===== config.mk =====
export PLATFORM = sky130hd
export DESIGN_NAME = regwin_decoder
export DESIGN_NICKNAME = d
export VERILOG_FILES = /design/src/rtl/regwin_pkg.sv /design/src/rtl/regwin_addr_dec.sv /design/src/rtl/regwin_ext_bank.sv /design/src/rtl/regwin_decoder.sv
export SDC_FILE = /design/constraint.sdc
export NUM_CORES = 1
export LEC_CHECK = 0
export BUFFER_PORTS_ARGS = -buffer_cell sky130_fd_sc_hd__buf_2
export CAP_MARGIN = 20
export CORE_UTILIZATION = 38
export DETAILED_ROUTE_END_ITERATION = 8
export PLACE_DENSITY_LB_ADDON = 0.1
export SLEW_MARGIN = 10
export SYNTH_ARGS = -nofsm -noshare
export SYNTH_HDL_FRONTEND = slang
export SYNTH_SLANG_ARGS = --single-unit

===== constraint.sdc =====
create_clock -name clk -period 2.85 [get_ports clk]
set_input_delay 0.4275 -clock clk [delete_from_list [all_inputs] [get_ports clk]]
set_output_delay 0.4275 -clock clk [all_outputs]
set_load 0.05 [all_outputs]

===== src/rtl/regwin_pkg.sv =====
// Shared types and constants for the register window decoder.
// Assumes: size encoding 0/1/2 = byte/half/word.
package regwin_pkg;
    typedef enum logic [1:0] {SZ_BYTE = 2'd0, SZ_HALF = 2'd1, SZ_WORD = 2'd2} acc_size_e;
    typedef enum logic [1:0] {WIN_NONE, WIN_LEGACY, WIN_MODE, WIN_EXT} win_e;
    typedef enum logic [1:0] {ST_IDLE, ST_HI, ST_RESP} seq_e;
    localparam logic [31:0] ORDER_LITTLE = 32'h1E1E_1E1E;
    localparam logic [31:0] ORDER_BIG    = 32'hBEBE_BEBE;
endpackage


===== src/rtl/regwin_addr_dec.sv =====
// Address decoder: finds which sub-window an offset hits and the offset
// relative to that sub-window's base. Assumes windows do not overlap.
module regwin_addr_dec
    import regwin_pkg::*;
#(
    parameter int ADDR_W    = 12,
    parameter int LEG_BASE  = 'h400,
    parameter int LEG_SPAN  = 'h20,
    parameter int MODE_BASE = 'h500,
    parameter int MODE_SPAN = 'h16,
    parameter int EXT_BASE  = 'h600,
    parameter int EXT_SPAN  = 8
) (
    input  logic [ADDR_W-1:0] addr,
    input  logic              ext_en,
    output win_e              win,
    output logic [ADDR_W-1:0] off
);
    localparam int NWIN = 3;
    localparam int BASES [NWIN] = '{LEG_BASE, MODE_BASE, EXT_BASE};
    localparam int SPANS [NWIN] = '{LEG_SPAN, MODE_SPAN, EXT_SPAN};

    logic [NWIN-1:0] hit;
    logic [31:0]     a32;
    assign a32 = 32'(addr);

    // one range comparator per sub-window
    for (genvar g = 0; g < NWIN; g++) begin : g_win
        assign hit[g] = (a32 >= 32'(BASES[g])) && (a32 < 32'(BASES[g] + SPANS[g]));
    end

    // select the window and its relative offset
    always_comb begin
        win = WIN_NONE;
        off = '0;
        if (hit[0]) begin
            win = WIN_LEGACY;
            off = addr - ADDR_W'(LEG_BASE);
        end else if (hit[1]) begin
            win = WIN_MODE;
            off = addr - ADDR_W'(MODE_BASE);
        end else if (hit[2] && ext_en) begin
            win = WIN_EXT;
            off = addr - ADDR_W'(EXT_BASE);
        end
    end
endmodule


===== src/rtl/regwin_ext_bank.sv =====
// Extension register bank: register 0 reports the bank size, register 1
// holds the framebuffer byte-order flag, loaded only by one of two magic
// values. Assumes the caller qualifies wr_en to word-sized, aligned writes.
module regwin_ext_bank
    import regwin_pkg::*;
#(
    parameter int EXT_SPAN = 8,
    localparam int IDX_W   = (EXT_SPAN / 4 > 1) ? $clog2(EXT_SPAN / 4) : 1
) (
    input  logic             clk,
    input  logic             rst_n,
    input  logic             wr_en,
    input  logic [IDX_W-1:0] reg_idx,
    input  logic [31:0]      wdata,
    output logic [31:0]      rdata,
    output logic             big_endian
);
    logic big_q;

    // byte-order flag: reset little-endian, set or cleared only by magic values
    always_ff @(posedge clk) begin
        if (!rst_n) begin
            big_q <= 1'b0;
        end else if (wr_en && reg_idx == IDX_W'(1)) begin
            if (wdata == ORDER_BIG) begin
                big_q <= 1'b1;
            end else if (wdata == ORDER_LITTLE) begin
                big_q <= 1'b0;
            end
        end
    end

    // read mux over the bank registers
    always_comb begin
        case (reg_idx)
            IDX_W'(0): rdata = 32'(EXT_SPAN);
            IDX_W'(1): rdata = big_q ? ORDER_BIG : ORDER_LITTLE;
            default:   rdata = '0;
        endcase
    end

    assign big_endian = big_q;


    order_big_chk: assert property (@(posedge clk) disable iff (!rst_n)
        (wr_en && reg_idx == IDX_W'(1) && wdata == ORDER_BIG) |=> big_endian);


    order_hold_chk: assert property (@(posedge clk) disable iff (!rst_n)
        (wr_en && wdata != ORDER_BIG && wdata != ORDER_LITTLE) |=> $stable(big_endian));
endmodule


===== src/rtl/regwin_decoder.sv =====
// Register window decoder top: decodes the offset, drives the legacy-port
// and mode-register strobe ports, splits wide legacy accesses into two
// ordered byte steps and answers extension-bank accesses.
// Assumes the requester holds req, addr, size, we and wdata stable until
// the ready pulse and drops req in the cycle after it. Downstream read
// data is combinational in the cycle of the strobe.
module regwin_decoder
    import regwin_pkg::*;
#(
    parameter int ADDR_W     = 12,
    parameter int PORT_W     = 10,
    parameter int PORT_BASE  = 'h3C0,
    parameter int LEG_BASE   = 'h400,
    parameter int LEG_SPAN   = 'h20,
    parameter int MODE_BASE  = 'h500,
    parameter int MODE_SPAN  = 'h16,
    parameter int EXT_BASE   = 'h600,
    parameter int EXT_SPAN   = 8,
    parameter int REV_PLAIN  = 1,
    parameter int REV_EXT    = 2,
    localparam int MR_IDX_W  = $clog2(MODE_SPAN / 2),
    localparam int LEG_W     = $clog2(LEG_SPAN),
    localparam int EXT_IDX_W = (EXT_SPAN / 4 > 1) ? $clog2(EXT_SPAN / 4) : 1
) (
    input  logic                clk,
    input  logic                rst_n,
    input  logic                qext_en,
    input  logic                req,
    input  logic                we,
    input  logic [1:0]          size,
    input  logic [ADDR_W-1:0]   addr,
    input  logic [31:0]         wdata,
    output logic [31:0]         rdata,
    output logic                ready,
    output logic [7:0]          revision,
    output logic                big_endian,
    output logic                lp_valid,
    output logic                lp_we,
    output logic [PORT_W-1:0]   lp_port,
    output logic [7:0]          lp_wdata,
    input  logic [7:0]          lp_rdata,
    output logic                mr_valid,
    output logic                mr_we,
    output logic [MR_IDX_W-1:0] mr_index,
    output logic [15:0]         mr_wdata,
    input  logic [15:0]         mr_rdata
);
    win_e              win;
    logic [ADDR_W-1:0] off;
    seq_e              state;
    logic [31:0]       rd_q;
    logic [31:0]       ext_rdata;
    logic              ext_ok;
    logic              ext_wr;
    logic              issue;
    logic              in_hi;
    acc_size_e         sz;

    assign sz = acc_size_e'(size);

    regwin_addr_dec #(
        .ADDR_W(ADDR_W), .LEG_BASE(LEG_BASE), .LEG_SPAN(LEG_SPAN),
        .MODE_BASE(MODE_BASE), .MODE_SPAN(MODE_SPAN),
        .EXT_BASE(EXT_BASE), .EXT_SPAN(EXT_SPAN)
    ) u_dec (
        .addr(addr), .ext_en(qext_en), .win(win), .off(off)
    );

    regwin_ext_bank #(.EXT_SPAN(EXT_SPAN)) u_ext (
        .clk(clk), .rst_n(rst_n), .wr_en(ext_wr),
        .reg_idx(off[EXT_IDX_W+1:2]), .wdata(wdata),
        .rdata(ext_rdata), .big_endian(big_endian)
    );

    assign issue  = (state == ST_IDLE) && req;
    assign in_hi  = (state == ST_HI);
    assign ext_ok = (sz == SZ_WORD) && (off[1:0] == 2'b00);

    // downstream strobes and data, driven from the current step
    always_comb begin
        lp_valid = 1'b0;
        mr_valid = 1'b0;
        ext_wr   = 1'b0;
        case (win)
            WIN_LEGACY: lp_valid = issue || in_hi;
            WIN_MODE:   mr_valid = issue;
            WIN_EXT:    ext_wr   = issue && we && ext_ok;
            default:    ;
        endcase
        lp_we    = we;
        lp_port  = PORT_W'(PORT_BASE) + PORT_W'(off[LEG_W-1:0]) + PORT_W'(in_hi);
        lp_wdata = in_hi ? wdata[15:8] : wdata[7:0];
        mr_we    = we;
        mr_index = off[MR_IDX_W:1];
        mr_wdata = wdata[15:0];
    end

    // access sequencer: issue step, optional high-byte step, response
    always_ff @(posedge clk) begin
        if (!rst_n) begin
            state <= ST_IDLE;
            rd_q  <= '0;
        end else begin
            case (state)
                ST_IDLE: if (req) begin
                    state <= ST_RESP;
                    case (win)
                        WIN_LEGACY: begin
                            rd_q <= {24'h0, lp_rdata};
                            if (sz != SZ_BYTE) state <= ST_HI;
                        end
                        WIN_MODE: rd_q <= {16'h0, mr_rdata};
                        WIN_EXT:  rd_q <= ext_ok ? ext_rdata : 32'h0;
                        default:  rd_q <= '0;
                    endcase
                end
                ST_HI: begin
                    rd_q[15:8] <= lp_rdata;
                    state      <= ST_RESP;
                end
                default: state <= ST_IDLE;
            endcase
        end
    end

    assign ready    = (state == ST_RESP);
    assign rdata    = rd_q;
    assign revision = qext_en ? 8'(REV_EXT) : 8'(REV_PLAIN);


    ready_pulse_chk: assert property (@(posedge clk) disable iff (!rst_n)
        ready |=> !ready);


    split_follow_chk: assert property (@(posedge clk) disable iff (!rst_n)
        (issue && win == WIN_LEGACY && sz != SZ_BYTE) |=> (lp_valid && !ready));


    hi_port_chk: assert property (@(posedge clk) disable iff (!rst_n)
        (in_hi && lp_valid) |-> (lp_port == PORT_W'($past(lp_port) + 1'b1)));


    none_quiet_chk: assert property (@(posedge clk) disable iff (!rst_n)
        (issue && win == WIN_NONE) |-> (!lp_valid && !mr_valid) ##1 (rdata == 32'h0));
endmodule


==> summary.txt <==
Clock network
  • CTS tree: done
  • Cts hold-fix bufs: 0
  • H-tree Lvls: 1
  • Clk root buf: clkbuf_8
  • Clock latency on the worst-skew pair: 260 ps
  • CTS buffer count: 3
  • CTS sink count: 21
  • Maximum clock insertion buffer count: 2
  • Worst-path clk slew: 80 ps

Final layout
  • Fillcell total: 450
  • Multi-input gate area: 0.00106 mm²
  • Area grow syn2layout: 32.6%
  • Number of antenna diodes: 0
  • Share of layout cells above drive strength 1: 53.3%
  • Net count reported at finish: 412
  • Most frequent cells in the layout: buf_2 (142), dfxtp_1 (21), nand2_1 (16)
  • Commonest non-fill, non-tap cell in the layout: buf_2
  • Register area: 420 µm²

Detailed routing
  • Antenna Nets Post-Route: 0
  • DRT Pass-1 Iters: 7
  • Drt total wl: 5400 µm
  • Iter 0 DRT Violations: 96
  • DR vias: 1945
  • Drc violations: 0
  • DR vias/cell: 5.04
  • Detailed-route wire length per cell: 14.0 µm

Worst setup path
  • Crit path to: lp_port[3]
  • WP data arrival: 2280 ps
  • CP cell instances: buf_2, or3_4, nor3_4, a21oi_4, nor2b_1, ha_1, nand3_1, xor2_1, nor2_1, clkbuf_4
  • Peak per-stage delay on the critical path: 410 ps
  • Reg2Reg Depth: 6
  • CP startpoint: addr[7]
  • Worst R2R Start: state[0]$_SDFFE_PN0P_
  • Critical Path Sink Type: output pin
  • Critical path's slowest cell: or3_4
  • Crit Path Class: input pin to output pin
  • Flop2flop setup slack: 1160 ps
  • CP max FO: 2
  • Required @ worst endpoint: 2420 ps
  • Reg2Reg Capture Point: rdata[9]$_SDFFE_PN0P_
  • Crit start category: input pin

Yosys
  • Ranking of synthesized cells by area: dfxtp_1 (23%), buf_4 (19%), mux2_2 (5.0%)
  • Synthesized area: 0.00180 mm²
  • Post-synth ARST share: 0%
  • Synth Register Bits: 21
  • Ys Warns: 0
  • Syn Inst Count: 218
  • Cell taking the most area after synthesis: dfxtp_1
  • Distinct cells, synth: 54
  • Main flop type after synthesis: dfxtp_1
  • Seq/Total Area, Yosys: 23.4%
  • Post-synth EDFFs: 0
  • Syn Area/Cell: 8.25 µm²
  • Yosys top cell area share: 23.4%

Floorplan
  • Core box area: 0.00444 mm²
  • Initial core utilization: 40.5%
  • Ports: 159
  • Die W: 70.8 µm
  • Die Area: 0.00501 mm²
  • # rows: 24
  • Die H: 70.8 µm

Outcome
  • Status: finished clean

Power and ir drop
  • Total power divided by cell area: 333 mW/mm²
  • Overall Power: 0.795 mW
  • Maximum VDD drop: 0.171 mV
  • Leakage power: 1.21 nW

Timing
  • FMAX: 370 MHz
  • RSZ-0062 raised after global routing: false
  • Period utilization: 94.9%
  • Setup Skew: 0.548 ps
  • Hold WS: 422 ps
  • Final setup violation count: 0
  • Slew Limit Fails: 0
  • Final min period: 2700 ps
  • Final hold violation count: 0

Global route
  • M1 GR Usage: 25.2%
  • Initial antenna violation count: 0
  • Global routing usage on met2: 37.0%
  • First-pass GRT wire length: 8140 µm
  • GR peak layer: met2
  • Gr usage total: 20.5%
  • Vias in the first global route: 1741
  • Global route overflow: 0
  • M3 GR Usage: 4.70%
  • Largest net degree at the start of global routing: 18

Place
  • Post-DP HPWL: 4460 µm
  • Final GP Congestion: 0.765
  • Port bufs: 144

Job
  • Max Cap Violations: 0

Worst hold path
  • Worst Hold Class: input pin to flip-flop
==> cells in the mapped netlist, types with 2 or more instances <==
library cell  number
a22oi_1           10
nand4_1            5
o21ai_0            9
nand3_1           10
a221oi_1           3
dfxtp_1           21
nor3_1             3
mux2_2             8
buf_4             46
a21oi_1           10
inv_1              3
clkbuf_1           3
a21boi_0           4
a22o_1             3
xor2_1             2
nor2_1             9
nor4_1             3
nor3b_1            2
conb_1             2
o21ai_1            6
ha_1               2
nand2_1           16
nor2b_1            7
==> layout make-up <==
class                      count  share of cell area, %
clock buffer                   4                   1.89
inverter                       3                  0.472
tap                           52                   2.73
timing repair buffer         151                   32.6
sequential                    21                   17.6
multi-input combinational    155                   44.6
==> cells by family (layout without fill, tap and decap cells) <==
| family | after synthesis | after routing | share of synthesized area (%) |
|---|---|---|---|
| and+or+nand+nor | 77 | 77 | 27.6 |
| buffers and inverters | 54 | 158 | 21.4 |
| AOI/OAI and AO/OA | 51 | 51 | 19.4 |
| DFF | 21 | 21 | 23.4 |
| muxes | 8 | 8 | 5.01 |
| xor gates and xnor gates | 3 | 3 | 1.46 |
| adders and majority gates | 2 | 2 | 1.39 |
| other | 2 | 14 | 0.418 |
==> worst max-delay path: cells and delay by family <==
kind | cells | cell delay (ps)
and+or+nand+nor | 5 | 1040
AOI/OAI and AO/OA | 1 | 80
xor gates and xnor gates | 1 | 180
buffers and inverters | 2 | 360
adders and majority gates | 1 | 190
==> power breakdown <==
part           internal (mW)  switching [mW]
sequential             0.299         0.00333
clock                 0.0998           0.100
combinational         0.0826           0.210
==> state kept, by name (all words and copies together), names as in the netlist <==
signal,cells
rdata,18
u_ext.big_endian,1
state,2
==> through the flow <==
| stage | std cells | worst slack [ps] | area (µm²) | utilization (%) | setup TNS [ps] |
|---|---|---|---|---|---|
| 2_1_floorplan | 230 | -9.96 | 1870 | - | -19.1 |
| 3_5_place_dp | 382 | 71.2 | 2330 | 52.5 | 0 |
| 5_1_grt | 386 | 8.45 | 2380 | 53.7 | 0 |
| 4_1_cts | 386 | 61.9 | 2380 | 53.5 | 0 |
| 6_report | 386 | 146 | 2380 | 53.7 | 0 |
| 3_3_place_gp | 382 | 143 | 2330 | 52.5 | 0 |
==> worst min-delay path by stage <==
stage	end	depth (start not counted)	slack, ps	from
floorplan	rdata[13]$_SDFFE_PN0P_	2	570	rst_n
global placement	rdata[3]$_SDFFE_PN0P_	2	440	rdata[3]$_SDFFE_PN0P_
detailed placement	rdata[6]$_SDFFE_PN0P_	2	440	rdata[6]$_SDFFE_PN0P_
CTS	rdata[14]$_SDFFE_PN0P_	3	420	mr_rdata[14]
global route	rdata[14]$_SDFFE_PN0P_	3	420	mr_rdata[14]
finish	rdata[14]$_SDFFE_PN0P_	3	420	mr_rdata[14]
==> what timing repair did <==
action,CTS,global route
setup buffers,0,0
resized for setup,0,3
endpoints found under the setup margin,0,2
==> metal layers <==
layer	part of all wire, %	wire (µm)
met5	0	0
met4	0.56	30
met3	7.7	413
met2	51	2740
met1	41	2220
Power figures use the tool's default switching activity.
